<file path="src/rtl/nor_cyc_pkg.sv">
package nor_cyc_pkg;
  typedef enum logic [1:0] {
    NC_IDLE   = 2'd0,
    NC_SETUP  = 2'd1,
    NC_ACTIVE = 2'd2,
    NC_HOLD   = 2'd3
  } nc_state_e;

  function automatic int nc_max(input int a, input int b);
    return (a > b) ? a : b;
  endfunction
endpackage

</file>
<file path="src/rtl/nor_cyc_timer.sv">
module nor_cyc_timer #(
  parameter int CNT_W = 3
) (
  input  logic             clk,
  input  logic             rst,
  input  logic             load,
  input  logic [CNT_W-1:0] load_val,
  input  logic             tick,
  output logic             expired
);
  logic [CNT_W-1:0] cnt_q;

  always_ff @(posedge clk) begin
    if (rst)                      cnt_q <= '0;
    else if (load)                cnt_q <= load_val;
    else if (tick && cnt_q != '0) cnt_q <= cnt_q - 1'b1;
  end

  assign expired = (cnt_q == '0);
endmodule

</file>
<file path="src/rtl/nor_cyc_seq.sv">
module nor_cyc_seq
  import nor_cyc_pkg::*;
#(
  parameter int RD_CYC = 5,
  parameter int WR_CYC = 6
) (
  input  logic clk,
  input  logic rst,
  input  logic req_valid,
  input  logic req_write,
  output logic accept,
  output logic capture,
  output logic finish,
  output logic op_wr,
  output logic ce_n,
  output logic oe_n,
  output logic we_n,
  output logic done,
  output logic busy
);
  localparam int CNT_W = $clog2(nc_max(RD_CYC, WR_CYC) + 1);
  localparam logic [CNT_W-1:0] RD_LOAD = CNT_W'(RD_CYC - 1);
  localparam logic [CNT_W-1:0] WR_LOAD = CNT_W'(WR_CYC - 1);

  nc_state_e state_q;
  logic      expired;
  logic      last_beat;

  nor_cyc_timer #(.CNT_W(CNT_W)) i_timer (
    .clk      (clk),
    .rst      (rst),
    .load     (state_q == NC_SETUP),
    .load_val (op_wr ? WR_LOAD : RD_LOAD),
    .tick     (state_q == NC_ACTIVE),
    .expired  (expired)
  );

  assign accept    = (state_q == NC_IDLE) && req_valid;
  assign last_beat = (state_q == NC_ACTIVE) && expired;
  assign capture   = last_beat && !op_wr;
  assign finish    = (state_q == NC_HOLD);
  assign busy      = (state_q != NC_IDLE);

  always_ff @(posedge clk) begin
    if (rst) begin
      state_q <= NC_IDLE;
      op_wr   <= 1'b0;
      ce_n    <= 1'b1;
      oe_n    <= 1'b1;
      we_n    <= 1'b1;
      done    <= 1'b0;
    end else begin
      done <= 1'b0;
      unique case (state_q)
        NC_IDLE: begin
          if (req_valid) begin
            op_wr   <= req_write;
            state_q <= NC_SETUP;
          end
        end
        NC_SETUP: begin
          ce_n    <= 1'b0;
          oe_n    <= op_wr;
          we_n    <= !op_wr;
          state_q <= NC_ACTIVE;
        end
        NC_ACTIVE: begin
          if (expired) begin
            ce_n    <= 1'b1;
            oe_n    <= 1'b1;
            we_n    <= 1'b1;
            state_q <= NC_HOLD;
          end
        end
        NC_HOLD: begin
          done    <= 1'b1;
          state_q <= NC_IDLE;
        end
        default: state_q <= NC_IDLE;
      endcase
    end
  end

  // Checker counter: length of the chip-enable low window.
  logic [CNT_W:0] low_len_q;
  always_ff @(posedge clk) begin
    if (rst)       low_len_q <= '0;
    else if (!ce_n) low_len_q <= low_len_q + 1'b1;
    else           low_len_q <= '0;
  end


  rd_strobe_len_chk: assert property (@(posedge clk) disable iff (rst)
    ($rose(ce_n) && !op_wr) |-> (low_len_q == (CNT_W+1)'(RD_CYC)));

  wr_strobe_len_chk: assert property (@(posedge clk) disable iff (rst)
    ($rose(ce_n) && op_wr) |-> (low_len_q == (CNT_W+1)'(WR_CYC)));

  done_single_chk: assert property (@(posedge clk) disable iff (rst)
    done |=> !done);

  reset_idle_chk: assert property (@(posedge clk) disable iff (rst)
    $past(rst) |-> (ce_n && oe_n && we_n && !done));

  hold_after_release_chk: assert property (@(posedge clk) disable iff (rst)
    $rose(ce_n) |-> (busy && !done));
endmodule

</file>
<file path="src/rtl/nor_cyc_datapath.sv">
module nor_cyc_datapath #(
  parameter int ADDR_W = 24,
  parameter int DATA_W = 8
) (
  input  logic              clk,
  input  logic              rst,
  input  logic              accept,
  input  logic              finish,
  input  logic              capture,
  input  logic [ADDR_W-1:0] req_addr,
  input  logic              req_write,
  input  logic [DATA_W-1:0] req_wdata,
  input  logic [DATA_W-1:0] dq_in,
  output logic [ADDR_W-1:0] flash_addr,
  output logic [DATA_W-1:0] dq_out,
  output logic [DATA_W-1:0] dq_oe,
  output logic [DATA_W-1:0] rd_data
);
  always_ff @(posedge clk) begin
    if (rst) begin
      flash_addr <= '0;
      dq_out     <= '0;
      dq_oe      <= '0;
      rd_data    <= '0;
    end else begin
      if (accept) begin
        flash_addr <= req_addr;
        dq_out     <= req_wdata;
        dq_oe      <= {DATA_W{req_write}};
      end else if (finish) begin
        dq_oe      <= '0;
      end
      if (capture) rd_data <= dq_in;
    end
  end


  rd_hold_chk: assert property (@(posedge clk) disable iff (rst)
    !capture |=> $stable(rd_data));
endmodule

</file>
<file path="src/rtl/nor_byte_cycle_engine.sv">
module nor_byte_cycle_engine #(
  parameter int ADDR_W        = 24,
  parameter int DATA_W        = 8,
  parameter int RD_ACCESS_CYC = 5,
  parameter int WR_PULSE_CYC  = 6
) (
  input  logic              clk,
  input  logic              rst,
  input  logic              req_valid,
  input  logic              req_write,
  input  logic [ADDR_W-1:0] req_addr,
  input  logic [DATA_W-1:0] req_wdata,
  output logic              busy,
  output logic              done,
  output logic [DATA_W-1:0] rd_data,
  output logic [ADDR_W-1:0] flash_addr,
  output logic              flash_ce_n,
  output logic              flash_oe_n,
  output logic              flash_we_n,
  output logic [DATA_W-1:0] flash_dq_out,
  output logic [DATA_W-1:0] flash_dq_oe,
  input  logic [DATA_W-1:0] flash_dq_in
);
  logic accept, capture, finish, op_wr;

  nor_cyc_seq #(.RD_CYC(RD_ACCESS_CYC), .WR_CYC(WR_PULSE_CYC)) i_seq (
    .clk       (clk),
    .rst       (rst),
    .req_valid (req_valid),
    .req_write (req_write),
    .accept    (accept),
    .capture   (capture),
    .finish    (finish),
    .op_wr     (op_wr),
    .ce_n      (flash_ce_n),
    .oe_n      (flash_oe_n),
    .we_n      (flash_we_n),
    .done      (done),
    .busy      (busy)
  );

  nor_cyc_datapath #(.ADDR_W(ADDR_W), .DATA_W(DATA_W)) i_dp (
    .clk        (clk),
    .rst        (rst),
    .accept     (accept),
    .finish     (finish),
    .capture    (capture),
    .req_addr   (req_addr),
    .req_write  (req_write),
    .req_wdata  (req_wdata),
    .dq_in      (flash_dq_in),
    .flash_addr (flash_addr),
    .dq_out     (flash_dq_out),
    .dq_oe      (flash_dq_oe),
    .rd_data    (rd_data)
  );


  no_contention_chk: assert property (@(posedge clk) disable iff (rst)
    !((flash_dq_oe != '0) && !flash_oe_n));

  strobe_excl_chk: assert property (@(posedge clk) disable iff (rst)
    !(!flash_oe_n && !flash_we_n));

  drive_during_we_chk: assert property (@(posedge clk) disable iff (rst)
    !flash_we_n |-> (flash_dq_oe == '1));

  addr_frozen_chk: assert property (@(posedge clk) disable iff (rst)
    busy |=> $stable(flash_addr));

  data_frozen_chk: assert property (@(posedge clk) disable iff (rst)
    busy |=> $stable(flash_dq_out));
endmodule

</file>
<file path="config.mk">
export PLATFORM = sky130hd
export DESIGN_NAME = nor_byte_cycle_engine
export DESIGN_NICKNAME = d
export VERILOG_FILES = /design/src/rtl/nor_cyc_pkg.sv /design/src/rtl/nor_cyc_timer.sv /design/src/rtl/nor_cyc_seq.sv /design/src/rtl/nor_cyc_datapath.sv /design/src/rtl/nor_byte_cycle_engine.sv
export SDC_FILE = /design/constraint.sdc
export NUM_CORES = 1
export LEC_CHECK = 0
export BUFFER_PORTS_ARGS = -buffer_cell sky130_fd_sc_hd__buf_2
export CAP_MARGIN = 10
export CORE_MARGIN = 2
export CORE_UTILIZATION = 50
export CTS_BUF_LIST = sky130_fd_sc_hd__clkbuf_2 sky130_fd_sc_hd__clkbuf_4 sky130_fd_sc_hd__clkbuf_8
export CTS_CLUSTER_DIAMETER = 40
export DETAILED_ROUTE_END_ITERATION = 16
export PLACE_DENSITY = 0.84
export SLEW_MARGIN = 15
export SYNTH_ARGS = -nofsm -noshare
export SYNTH_HDL_FRONTEND = slang
export SYNTH_SLANG_ARGS = --single-unit
</file>
<file path="constraint.sdc">
create_clock -name clk -period 3.8 [get_ports clk]
set_input_delay 0.19 -clock clk [delete_from_list [all_inputs] [get_ports clk]]
set_output_delay 0.19 -clock clk [all_outputs]
set_load 0.01 [all_outputs]
</file>
# ---- Word level (Yosys, flattened, before mapping)
# Cells that the tools add are included.
dict set report word_totals {
  ff_bits 58
  input_bits 44
  out_inout_bits 53
  wordCells 45
}
dict set report classes {
  add_sub_neg 1
  n_eq_ne 5
  n_mux 13
  reduce_logical 15
}
# cell n
set op_table {}
lappend op_table {{$mux 8} 2}
lappend op_table {{$pmux 2 s4} 1}
lappend op_table {{$reduce_bool 2->1} 4}
lappend op_table {{$mux 3} 2}
lappend op_table {{$pmux 1 s2} 3}
lappend op_table {{$reduce_and 2->1} 3}
lappend op_table {{$eq 2x2->1 const B} 2}
lappend op_table {{$logic_and 1x1->1} 4}
lappend op_table {{$mux 2} 2}
lappend op_table {{$logic_not 3->1} 1}
lappend op_table {{$mux 1} 3}
lappend op_table {{$reduce_bool 3->1} 1}
lappend op_table {{$sub 3x1->3 const B} 1}
lappend op_table {{$eq 2x1->1 const B} 1}
lappend op_table {{$logic_not 2->1} 1}
lappend op_table {{$ne 2x1->1 const B} 1}
lappend op_table {{$ne 2x2->1 const B} 1}
lappend op_table {{$logic_not 1->1} 1}

# ---- Logic depth before layout (Yosys ltp)
dict set report depth {
  ltp_word 4
  ltp_mapped 7
  mapped_depth_nobuf 6
}

# ---- By module
# Synthesis repeated with hierarchy kept, for this count alone.
dict set report hier_totals {
  hier_cells 206
  area_unflattened_um2 2063.2
}
# module n_inst cells_per_inst area_per_inst_um2 seq_area_each_um2
set modules_own_cells {}
lappend modules_own_cells {nor_cyc_datapath 1 141 1498.9 820.8}
lappend modules_own_cells {nor_cyc_seq 1 44 381.6 140.1}
lappend modules_own_cells {nor_cyc_timer 1 21 182.7 60.1}

# ---- Worst setup path after synthesis
# No wires, ideal clock.
dict set report synth_timing {
  path_kind {register to register}
  from {register i_seq.i_timer.cnt_q[0]}
  to {register i_seq.i_timer.cnt_q[1]}
  setup_ps 103
  arrival_ps 1351
  t_required_ps 3697
  path_slack_ps 2346
  stages_incl_launch_ff 8
  n_path_buf 1
  synth_period_minus_slack_ps 1454
  path_cell_list {dfxtp_1 > inv_1 > ha_1 > ha_1 > nor2b_1 > buf_4 > nor2_1 > a2111oi_2}
}
dict set report synth_via {
  elab_chain_cells 3
  elab_cells_between_ends 6
  cone_classes {1 x add/sub; 2 x mux; 3 x reduce/logical}
}
# element line
set synth_lines {}
lappend synth_lines {{start, declared} nor_cyc_timer.sv:11} ;# logic [CNT_W-1:0] cnt_q;
lappend synth_lines {{start signal, assigned} nor_cyc_timer.sv:15} ;# else if (load) cnt_q <= load_val;
lappend synth_lines {{start signal, assigned} nor_cyc_timer.sv:16} ;# else if (tick && cnt_q != '0) cnt_q <= cnt_q - 1'b1;
lappend synth_lines {{$sub 3x1->3 / $reduce_bool 3->1 (equally long branches)} nor_cyc_timer.sv:16}
lappend synth_lines {{$mux 3 / $logic_and 1x1->1 (equally long branches)} nor_cyc_timer.sv:16}
lappend synth_lines {{$mux 3 / $reduce_bool 2->1 (equally long branches)} --}
# Several ways; a longest one is shown, not always the timed one. The select of a mux whose other input is x is not followed.
# A chain may end at the register's enable or synchronous reset.

# ---- Worst setup path after layout
dict set report layout_timing {
  from {register i_seq.state_q[0]}
  to {register i_seq.op_wr}
}
dict set report layout_via {
  elab_chain_cells 2
}
# element line
set layout_lines {}
lappend layout_lines {{start, declared} nor_cyc_seq.sv:25} ;# nc_state_e state_q;
lappend layout_lines {{start signal, assigned} nor_cyc_seq.sv:46} ;# state_q <= NC_IDLE;
lappend layout_lines {{start signal, assigned} nor_cyc_seq.sv:58} ;# state_q <= NC_SETUP;
lappend layout_lines {{start signal, assigned} nor_cyc_seq.sv:65} ;# state_q <= NC_ACTIVE;
lappend layout_lines {{$logic_not 2->1} nor_cyc_seq.sv:54} ;# unique case (state_q)
lappend layout_lines {{$reduce_and 2->1 (no source line)} --}
lappend layout_lines {{end signal, assigned} nor_cyc_seq.sv:57} ;# op_wr <= req_write;
lappend layout_lines {{end, declared} nor_cyc_seq.sv:14} ;# output logic op_wr,
# No other way between the ends.

==> flow_metrics.env <==
export IMPL_cts_tree="built"
export IMPL_skew_ns=0.00468
export IMPL_peakVddDrop_v=0.000388
export IMPL_rsz0062_at_grt="no"
export IMPL_drtIter0Drc=116
export IMPL_slew_violations=0
export IMPL_grt_use_total=0.190
export IMPL_die_x_um=66.8
export IMPL_clock_sinks=51
export IMPL_synthXorXnorAreaFrac=0.00445
export IMPL_htreeDepth=2
export IMPL_synth_common_cells="nand2_1, dfxtp_1, a21oi_1"
export IMPL_vias=1786
export IMPL_layout_area_overhead_vs_synth_pct=25.9
export IMPL_wl_um=4180
export IMPL_cp_max_fo=33
export IMPL_slew_headroom=0.256
export IMPL_worstPathArrival_ns=2.17
export IMPL_syn_nets=294
export IMPL_synth_top_cells_by_area="dfxtp_1, nand2_1, a21oi_1"
export IMPL_grt_pass1_vias=1593
export IMPL_ys_async_sr_fraction=0
export IMPL_post_synth_top_count_cell="nand2_1"
export IMPL_yosysUniqueCellTypes=25
export IMPL_synth_edf_count=0
export IMPL_antenna_found_initial=0
export IMPL_syn_area_um2=1970
export IMPL_rows=22
export IMPL_outcome="complete, no violations"
export IMPL_cts_resized=0
export IMPL_ys_seq_area_frac=0.518
export IMPL_path_clk_slew_ns=0.09
export IMPL_clock_root_buffer="clkbuf_8"
export IMPL_fmax_mhz=513
export IMPL_hold_violations=0
export IMPL_antennaDiodeCount=0
export IMPL_postCtsSetupBuffers=0
export IMPL_required_ns=4.02
export IMPL_gp_congestion=0.756
export IMPL_syn_avg_cell_area_um2=8.10
export IMPL_overflow=0
export IMPL_static_leakage_power_uw=0.00118
export IMPL_synthAdderAreaFrac=0.0445
export IMPL_grt_pass1_wl_um=6580
export IMPL_holdBufCountCts=0
export IMPL_muxShareOfSynthArea=0.00508
export IMPL_drc=0
export IMPL_core_region_area_um2=3720
export IMPL_worstMarginPinSlew_ns=1.11
export IMPL_ys_flop_type="dfxtp_1"
export IMPL_synth_simple_area_share=0.206
export IMPL_yosys_area_top_type="dfxtp_1"
export IMPL_yosys_register_bits=51
export IMPL_synth_warnings=0
export IMPL_power_total_uw=1540
export IMPL_critPathCaptureType="register"
export IMPL_setup_viol=0
export IMPL_synth_top_cell_area_share=0.518
export IMPL_start_util=0.530
export IMPL_drive_gt1_frac=0.323
export IMPL_drv_cap=0
export IMPL_port_buffers=96
export IMPL_setup_tns_ns=0
export IMPL_clock_path_buffers=2
export IMPL_startpoint_type="register"
export IMPL_synth_cells=243
export IMPL_drtPass1Iterations=5
export IMPL_io_pins=97
export IMPL_hp_class="primary input to register"
export IMPL_wire_per_inst_um=11.2
export IMPL_synth_top_family_by_area="simple AND/OR/NAND/NOR gates"
export IMPL_die_area_um2=4460
export IMPL_place_hpwl_um=3050
export IMPL_period_needed_ns=1.95
export IMPL_power_density_nw_per_um2=622
export IMPL_routed_via_density=4.79
export IMPL_path_class="register to register"
export IMPL_nets=375
export IMPL_fin_crit_sh=0.513
export IMPL_grt_start_max_net_pins=52
export IMPL_clk_insertion_delay_late_ns=0.29
export IMPL_cts_buffers=5
export IMPL_die_height_um=66.8
export IMPL_ant_nets=0
export IMPL_synth_compound_area_frac=0.146
-- logic make-up (layout without fill, tap and decap cells) --
family	after synthesis	after routing
fa+ha+maj	7	7
flops	51	51
xor+xnor	1	1
mux	1	1
compound gates	52	52
simple gates	101	101
buf+inv	30	112
-- area by class of cell --
type	count	area, um2
Fill cell	357	1240
Sequential cell	51	1020
Multi-Input combinational cell	162	800
Timing Repair Buffer	96	480
Clock buffer	6	76.3
Tap cell	48	60.1
Inverter	8	30.0
Clock inverter	2	12.5
-- worst max-delay path, cell delays in order, from the launching register on --
cell	delay, ns
dfxtp_1	0.34
inv_1	0.11
ha_1	0.21
and2_1	0.87
nand2_1	0.19
a21oi_1	0.16
-- power by group --
part	internal (uW)	total, uW	switching [uW]
clock network	136	300	164
registers	647	709	62.3
logic	212	534	323
total	994	1540	549
-- per-layer routing --
layer  up-vias  routed length (um)  global-route usage
met1       787                1880               0.228
li1        929                   -                   -
met4         0                  34              0.0612
met2        65                2010               0.334
met5         -                   0                   0
met3         5                 254              0.0439
-- worst paths after layout --
check,from,endpoint,slack (ns),depth (start not counted)
hold reg to reg,i_dp.flash_addr[17],i_dp.flash_addr[17],0.45,2
setup / recovery,i_seq.state_q[0],i_seq.op_wr,1.85,5
setup reg to reg,i_seq.state_q[0],i_seq.op_wr,1.85,5
hold / removal,req_addr[12],i_dp.flash_addr[12],0.12,3
-- per-stage QoR --
step,hold slack (ns),instance area (um2),worst slack (ns),instances,util
after CTS,0.116,2480,1.84,373,0.667
after global placement,0.431,2390,1.90,365,0.643
after global routing,0.104,2480,1.61,373,0.667
final,0.124,2480,1.85,373,0.667
after floorplan,0.326,1970,2.35,243,-
after detailed placement,0.436,2390,1.83,365,0.643
-- registers in the layout, indices dropped and copies added, names as in the netlist --
signal,flops
i_dp.dq_oe,1
i_dp.dq_out,8
i_dp.flash_addr,24
i_dp.rd_data,8
i_seq.ce_n,1
i_seq.done,1
i_seq.i_timer.cnt_q,3
i_seq.oe_n,1
i_seq.op_wr,1
i_seq.state_q,2
i_seq.we_n,1
-- cell usage in the layout, fill, tap and decap left out, types with 2 or more instances in the layout --
| cell | netlist | final |
|---|---|---|
| clkbuf_8 | 0 | 5 |
| inv_1 | 8 | 8 |
| nand3b_1 | 2 | 2 |
| ha_1 | 7 | 7 |
| dfxtp_1 | 51 | 51 |
| buf_2 | 5 | 96 |
| nand2_1 | 85 | 85 |
| a21oi_1 | 44 | 44 |
| nor2_1 | 7 | 7 |
| nor2b_1 | 3 | 3 |
(Power assumes the default switching activity.)
